## src/rtl/sec_guard_pkg.sv

```systemverilog
package sec_guard_pkg;

  typedef enum logic [2:0] {
    OP_FLASH_RD    = 3'd0,
    OP_FLASH_WR    = 3'd1,
    OP_LEVEL_WR    = 3'd2,
    OP_CHIP_ERASE  = 3'd3,
    OP_BLANK_CHK   = 3'd4,
    OP_FUSE_WR     = 3'd5,
    OP_INFO_RD     = 3'd6,
    OP_BLOCK_ERASE = 3'd7
  } opCode_e;

  typedef enum logic [1:0] {
    ST_OK         = 2'b00,
    ST_ERR_WRITE  = 2'b01,
    ST_ERR_VENDOR = 2'b10
  } status_e;

  localparam int          BYTE_W     = 8;
  localparam logic [7:0]  LVL_OPEN   = 8'hFF;
  localparam logic [7:0]  LVL_WPROT  = 8'hFE;
  localparam logic [7:0]  LVL_RWPROT = 8'hFC;

  typedef struct packed {
    logic              loadLevel;
    logic              clearLevel;
    logic              loadFuse;
    logic [BYTE_W-1:0] newLevel;
  } dpStrobe_t;

endpackage

```

## src/rtl/sec_guard_ctrl.sv

```systemverilog
module sec_guard_ctrl
  import sec_guard_pkg::*;
(
  input  logic              clk,
  input  logic              rst,
  input  logic              reqValid,
  input  logic [2:0]        reqOp,
  input  logic [BYTE_W-1:0] reqData,
  input  logic [BYTE_W-1:0] levelQ,
  output dpStrobe_t         strobes,
  output logic              grant,
  output logic [1:0]        status
);

  opCode_e op;
  status_e errCode;
  logic    allow;
  logic    isOpen;
  logic    isLocked;
  logic    stricter;

  assign op       = opCode_e'(reqOp);
  assign isOpen   = (levelQ == LVL_OPEN);
  assign isLocked = (levelQ == LVL_RWPROT);
  // a new code is stricter when it is a legal code that clears a superset of bits
  assign stricter = ((reqData == LVL_WPROT) || (reqData == LVL_RWPROT)) &&
                    (reqData != levelQ) && ((reqData & levelQ) == reqData);

  always_comb begin
    allow   = 1'b1;
    errCode = ST_OK;
    unique case (op)
      OP_FLASH_RD: begin
        allow   = !isLocked;
        errCode = isLocked ? ST_ERR_VENDOR : ST_OK;
      end
      OP_FLASH_WR, OP_FUSE_WR, OP_BLOCK_ERASE: begin
        allow   = isOpen;
        errCode = isOpen ? ST_OK : ST_ERR_WRITE;
      end
      OP_LEVEL_WR: begin
        allow   = stricter;
        errCode = stricter ? ST_OK : ST_ERR_WRITE;
      end
      OP_CHIP_ERASE, OP_BLANK_CHK, OP_INFO_RD: begin
        allow   = 1'b1;
        errCode = ST_OK;
      end
    endcase
  end

  always_comb begin
    strobes          = '0;
    strobes.newLevel = reqData;
    if (reqValid && allow) begin
      strobes.loadLevel  = (op == OP_LEVEL_WR);
      strobes.clearLevel = (op == OP_CHIP_ERASE);
      strobes.loadFuse   = (op == OP_FUSE_WR);
    end
  end

  always_ff @(posedge clk) begin
    if (rst) begin
      grant  <= 1'b0;
      status <= ST_OK;
    end else begin
      grant  <= reqValid && allow;
      status <= reqValid ? errCode : ST_OK;
    end
  end

  p_grant_clean_r10: assert property (@(posedge clk) disable iff (rst)
    grant |-> (status == 2'b00));

  p_idle_quiet_r10: assert property (@(posedge clk) disable iff (rst)
    !reqValid |=> (!grant && status == 2'b00));

  p_locked_read_r6: assert property (@(posedge clk) disable iff (rst)
    (reqValid && reqOp == 3'd0 && levelQ == 8'hFC) |=> (status == 2'b10));

  p_same_level_r3: assert property (@(posedge clk) disable iff (rst)
    (reqValid && reqOp == 3'd2 && reqData == levelQ) |=> (status == 2'b01 && !grant));

endmodule

```

## src/rtl/sec_guard_dp.sv

```systemverilog
module sec_guard_dp
  import sec_guard_pkg::*;
#(
  parameter logic [BYTE_W-1:0] CFG_RESET = 8'hBB,
  parameter int                HW_BITS   = 4
)(
  input  logic              clk,
  input  logic              rst,
  input  dpStrobe_t         strobes,
  input  logic [BYTE_W-1:0] fuseData,
  input  logic              progStrobe,
  input  logic [HW_BITS-1:0] progData,
  output logic [BYTE_W-1:0] levelQ,
  output logic [BYTE_W-1:0] cfgQ
);

  localparam int SW_LO = HW_BITS;

  always_ff @(posedge clk) begin
    if (rst) begin
      levelQ <= LVL_OPEN;
    end else if (strobes.clearLevel) begin
      levelQ <= LVL_OPEN;
    end else if (strobes.loadLevel) begin
      levelQ <= strobes.newLevel;
    end
  end

  always_ff @(posedge clk) begin
    if (rst) begin
      cfgQ <= CFG_RESET;
    end else begin
      if (strobes.loadFuse)
        cfgQ[BYTE_W-1:SW_LO] <= fuseData[BYTE_W-1:SW_LO];
      if (progStrobe)
        cfgQ[HW_BITS-1:0] <= progData;
    end
  end

  p_level_legal_r2: assert property (@(posedge clk) disable iff (rst)
    (levelQ == 8'hFF) || (levelQ == 8'hFE) || (levelQ == 8'hFC));

  p_level_monotone_r4: assert property (@(posedge clk) disable iff (rst)
    !strobes.clearLevel |=> ((levelQ & $past(levelQ)) == levelQ));

  p_fuse_frozen_r7: assert property (@(posedge clk) disable iff (rst)
    (levelQ != 8'hFF) |=> $stable(cfgQ[BYTE_W-1:SW_LO]));

  p_hw_half_r9: assert property (@(posedge clk) disable iff (rst)
    !progStrobe |=> $stable(cfgQ[HW_BITS-1:0]));

endmodule

```

## src/rtl/sec_guard.sv

```systemverilog
module sec_guard
  import sec_guard_pkg::*;
#(
  parameter logic [7:0] CFG_RESET = 8'hBB,
  parameter int         HW_BITS   = 4
)(
  input  logic               clk,
  input  logic               rst,
  input  logic               reqValid,
  input  logic [2:0]         reqOp,
  input  logic [7:0]         reqData,
  input  logic               progStrobe,
  input  logic [HW_BITS-1:0] progData,
  output logic               grant,
  output logic [1:0]         status,
  output logic [7:0]         levelOut,
  output logic [7:0]         cfgOut
);

  dpStrobe_t strobes;

  sec_guard_ctrl ctrl_i (
    .clk      (clk),
    .rst      (rst),
    .reqValid (reqValid),
    .reqOp    (reqOp),
    .reqData  (reqData),
    .levelQ   (levelOut),
    .strobes  (strobes),
    .grant    (grant),
    .status   (status)
  );

  sec_guard_dp #(
    .CFG_RESET (CFG_RESET),
    .HW_BITS   (HW_BITS)
  ) dp_i (
    .clk        (clk),
    .rst        (rst),
    .strobes    (strobes),
    .fuseData   (reqData),
    .progStrobe (progStrobe),
    .progData   (progData),
    .levelQ     (levelOut),
    .cfgQ       (cfgOut)
  );

endmodule

```

## config.mk

```make
export PLATFORM = sky130hd
export DESIGN_NAME = sec_guard
export DESIGN_NICKNAME = d
export VERILOG_FILES = /design/src/rtl/sec_guard_pkg.sv /design/src/rtl/sec_guard_ctrl.sv /design/src/rtl/sec_guard_dp.sv /design/src/rtl/sec_guard.sv
export SDC_FILE = /design/constraint.sdc
export NUM_CORES = 1
export LEC_CHECK = 0
export ABC_AREA = 1
export BUFFER_PORTS_ARGS = -buffer_cell sky130_fd_sc_hd__buf_2
export CORE_ASPECT_RATIO = 1.2
export CORE_MARGIN = 2
export CORE_UTILIZATION = 52
export CTS_CLUSTER_SIZE = 28
export DETAILED_ROUTE_END_ITERATION = 10
export PLACE_DENSITY = 0.83
export SLEW_MARGIN = 10
export SYNTH_ARGS = -nofsm -noshare
export SYNTH_HDL_FRONTEND = slang
export SYNTH_SLANG_ARGS = --single-unit
export TNS_END_PERCENT = 1
```

## constraint.sdc

```tcl
create_clock -name clk -period 2.9 [get_ports clk]
set_clock_uncertainty 0.15 [all_clocks]
set_input_delay 0.58 -clock clk [delete_from_list [all_inputs] [get_ports clk]]
set_output_delay 0.58 -clock clk [all_outputs]
set_load 0.005 [all_outputs]
```

==> results.sh <==
export IMPL_layout_nets=214
export IMPL_yosysSeqAreaShare=0.351
export IMPL_drc_errors=0
export IMPL_rsz0062_at_grt="no"
export IMPL_holdCritPathClass="flip-flop to flip-flop"
export IMPL_std_cell_rows=18
export IMPL_ir_drop_v=0.000286
export IMPL_num_io_pins=38
export IMPL_path_max_fanout=8
export IMPL_antenna_found_initial=0
export IMPL_numClockSinks=19
export IMPL_cts_tree="yes"
export IMPL_grt_pass1_wl_mm=3.46
export IMPL_cp_data_required_time_ps=2990
export IMPL_top_layer_used="met4"
export IMPL_setup_viol=0
export IMPL_path_buf_inv=2
export IMPL_crit_type="flip-flop to flip-flop"
export IMPL_power_total_mw=0.470
export IMPL_worstMarginPinSlew_ps=379
export IMPL_endpoint_kind="flip-flop"
export IMPL_dr_wl_met3_um=67
export IMPL_hpwl_mm=1.91
export IMPL_die_area_mm2=0.00246
export IMPL_antenna_cells=0
export IMPL_slew_violations=0
export IMPL_wl_mm=2.25
export IMPL_r2r_start="dp_i.levelQ[4]"
export IMPL_crit_chain="inv_1 -> ha_1 -> nand2_1 -> nor2_1 -> nand2_1 -> inv_1 -> nor2_1 -> nand2_1 -> nor2_4 -> nand2_1 -> nand3_1"
export IMPL_min_period_ps=1700
export IMPL_postCtsSetupBuffers=0
export IMPL_drive_gt1_frac=0.355
export IMPL_routed_wl_met2_mm=1.20
export IMPL_holdBufCountCts=0
export IMPL_r2r_end="dp_i.levelQ[1]"
export IMPL_path_clk_slew_ps=100
export IMPL_ys_warnings_count=0
export IMPL_cts_resized=0
export IMPL_slew_headroom=0.746
export IMPL_clock_fmax_mhz=587
export IMPL_crit_slowest_cell="dfxtp_1"
export IMPL_syn_nets=172
export IMPL_synth_area_mm2=0.00108
export IMPL_status="complete, no violations"
export IMPL_crit_end="dp_i.levelQ[1]"
export IMPL_io_buffers=37
export IMPL_clk_insertion_delay_late_ps=290
export IMPL_drtAntennaViolNets=0
export IMPL_drtIter0Drc=15
export IMPL_clockBufferDepth=2
export IMPL_crit_path_start_kind="flip-flop"
export IMPL_layout_setup_ws_ps=1200
export IMPL_setup_tns_ps=0
export IMPL_holdWs_ps=317
export IMPL_die_w_um=45.6
export IMPL_gp_congestion=0.858
export IMPL_grt_pass1_vias=865
export IMPL_wire_per_inst_um=10.9
export IMPL_grt_max_degree=11
export IMPL_vias_per_cell=4.96
export IMPL_start_util=0.540
export IMPL_reg2reg_depth=11
export IMPL_syn2layout_area_growth_pct=21.8
export IMPL_cts_buffers=3
export IMPL_pre_cts_ws_ps=929
export IMPL_hold_viol=0
export IMPL_powerDensity_mw_per_mm2=356
export IMPL_r2r_slack_ps=1200
export IMPL_cts_root_buf="clkbuf_4"
export IMPL_overflow=0
export IMPL_slowest_delay_ps=390
export IMPL_syn_inst=145
export IMPL_dr_pass1_iters=4
export IMPL_synth_seq_cells=19
export IMPL_arrival_ps=1800
export IMPL_die_h_um=54.0
export IMPL_maxCapViolations=0
export IMPL_vias=1021
export IMPL_crit_path_frequent_cell="nand2_1"
export IMPL_core_area_mm2=0.00200
export IMPL_track_usage=0.198
export IMPL_htreeDepth=1
export IMPL_post_route_period_util=0.587
export IMPL_crit_cells=11
export IMPL_cp_top_family="simple AND/OR/NAND/NOR gates"
export IMPL_postSynthAreaPerCell_um2=7.46
export IMPL_yosysUniqueCellTypes=23
export IMPL_power_leakage_nw=0.730
export IMPL_cp_startpoint="dp_i.levelQ[4]"
export IMPL_wl_met1_um=953
## sequential cells by signal (all words and copies together), names as in the netlist
| name | flops |
|---|---|
| ctrl_i.grant | 1 |
| dp_i.levelQ | 8 |
| ctrl_i.status | 2 |
| dp_i.cfgQ | 8 |
## final cells by class
class                           instances  area [um2]
Multi-Input combinational cell        100         602
Sequential cell                        19         380
Inverter                               26         100
Fill cell                             174         686
Tap cell                               20        25.0
Timing Repair Buffer                   37         185
Clock buffer                            4        26.3
## layer usage
metal | GRT usage | up-vias
met2 | 0.357 | 18
li1 | - | 542
met4 | 0.103 | 0
met1 | 0.219 | 457
met5 | 0 | -
met3 | 0.0302 | 4
## cells in the mapped netlist (all sizes together)
master / count / area, um2
a21oi: 1 / 5.00
nand4: 8 / 50.1
inv: 25 / 96.3
nand2: 39 / 176
clkinv: 1 / 3.75
nand3: 11 / 72.6
ha: 8 / 100
o21ai: 3 / 18.8
dfxtp: 19 / 380
nor2: 26 / 131
nor3: 4 / 47.5
## cells in the final DEF (no fill, tap or decap), types with 2 or more instances in the layout
cell	count
dfxtp_1	19
buf_2	37
nand2_2	3
clkbuf_4	3
inv_2	9
nand2_1	33
nand4_1	8
nand2_4	3
nor3_4	2
inv_1	15
ha_1	8
nor2_4	2
nor2_1	22
nand3_1	9
o21ai_0	2
## worst min path at each step
| stage | startpoint | endpoint | slack (ps) | cells after the start |
|---|---|---|---|---|
| floorplan | dp_i.cfgQ[4] | dp_i.cfgQ[4] | 300 | 2 |
| global placement | dp_i.cfgQ[7] | dp_i.cfgQ[7] | 280 | 2 |
| detailed placement | dp_i.cfgQ[7] | dp_i.cfgQ[7] | 300 | 2 |
| CTS | progData[0] | dp_i.cfgQ[0] | 320 | 3 |
| global route | progData[1] | dp_i.cfgQ[1] | 340 | 3 |
| finish | dp_i.cfgQ[7] | dp_i.cfgQ[7] | 320 | 2 |
## through the flow
stage / area (um2) / utilization / std cells
5_1_grt: 1320 / 0.658 / 206
3_5_place_dp: 1290 / 0.645 / 202
4_1_cts: 1320 / 0.658 / 206
3_3_place_gp: 1290 / 0.645 / 202
2_1_floorplan: 1080 / - / 145
6_report: 1320 / 0.658 / 206
## cell families after synthesis
family	Yosys count	share of synthesized area
flops	19	0.351
buf+inv	26	0.0925
fa+ha+maj	8	0.0925
simple gates	88	0.442
compound gates	4	0.0220
## worst min-delay path, cell delays in order, from the launching register on
cell and delay (ps):
dfxtp_1 340, nand2_1 50, nand3_1 50
## report_power, final
| group | switching (mW) | leakage, nW | internal [mW] |
|---|---|---|---|
| Sequential | 0.00274 | 0.155 | 0.268 |
| Clock | 0.0782 | 0.0150 | 0.0537 |
| Combinational | 0.0399 | 0.560 | 0.0280 |
Note: power is estimated with default switching activity, not from simulation.
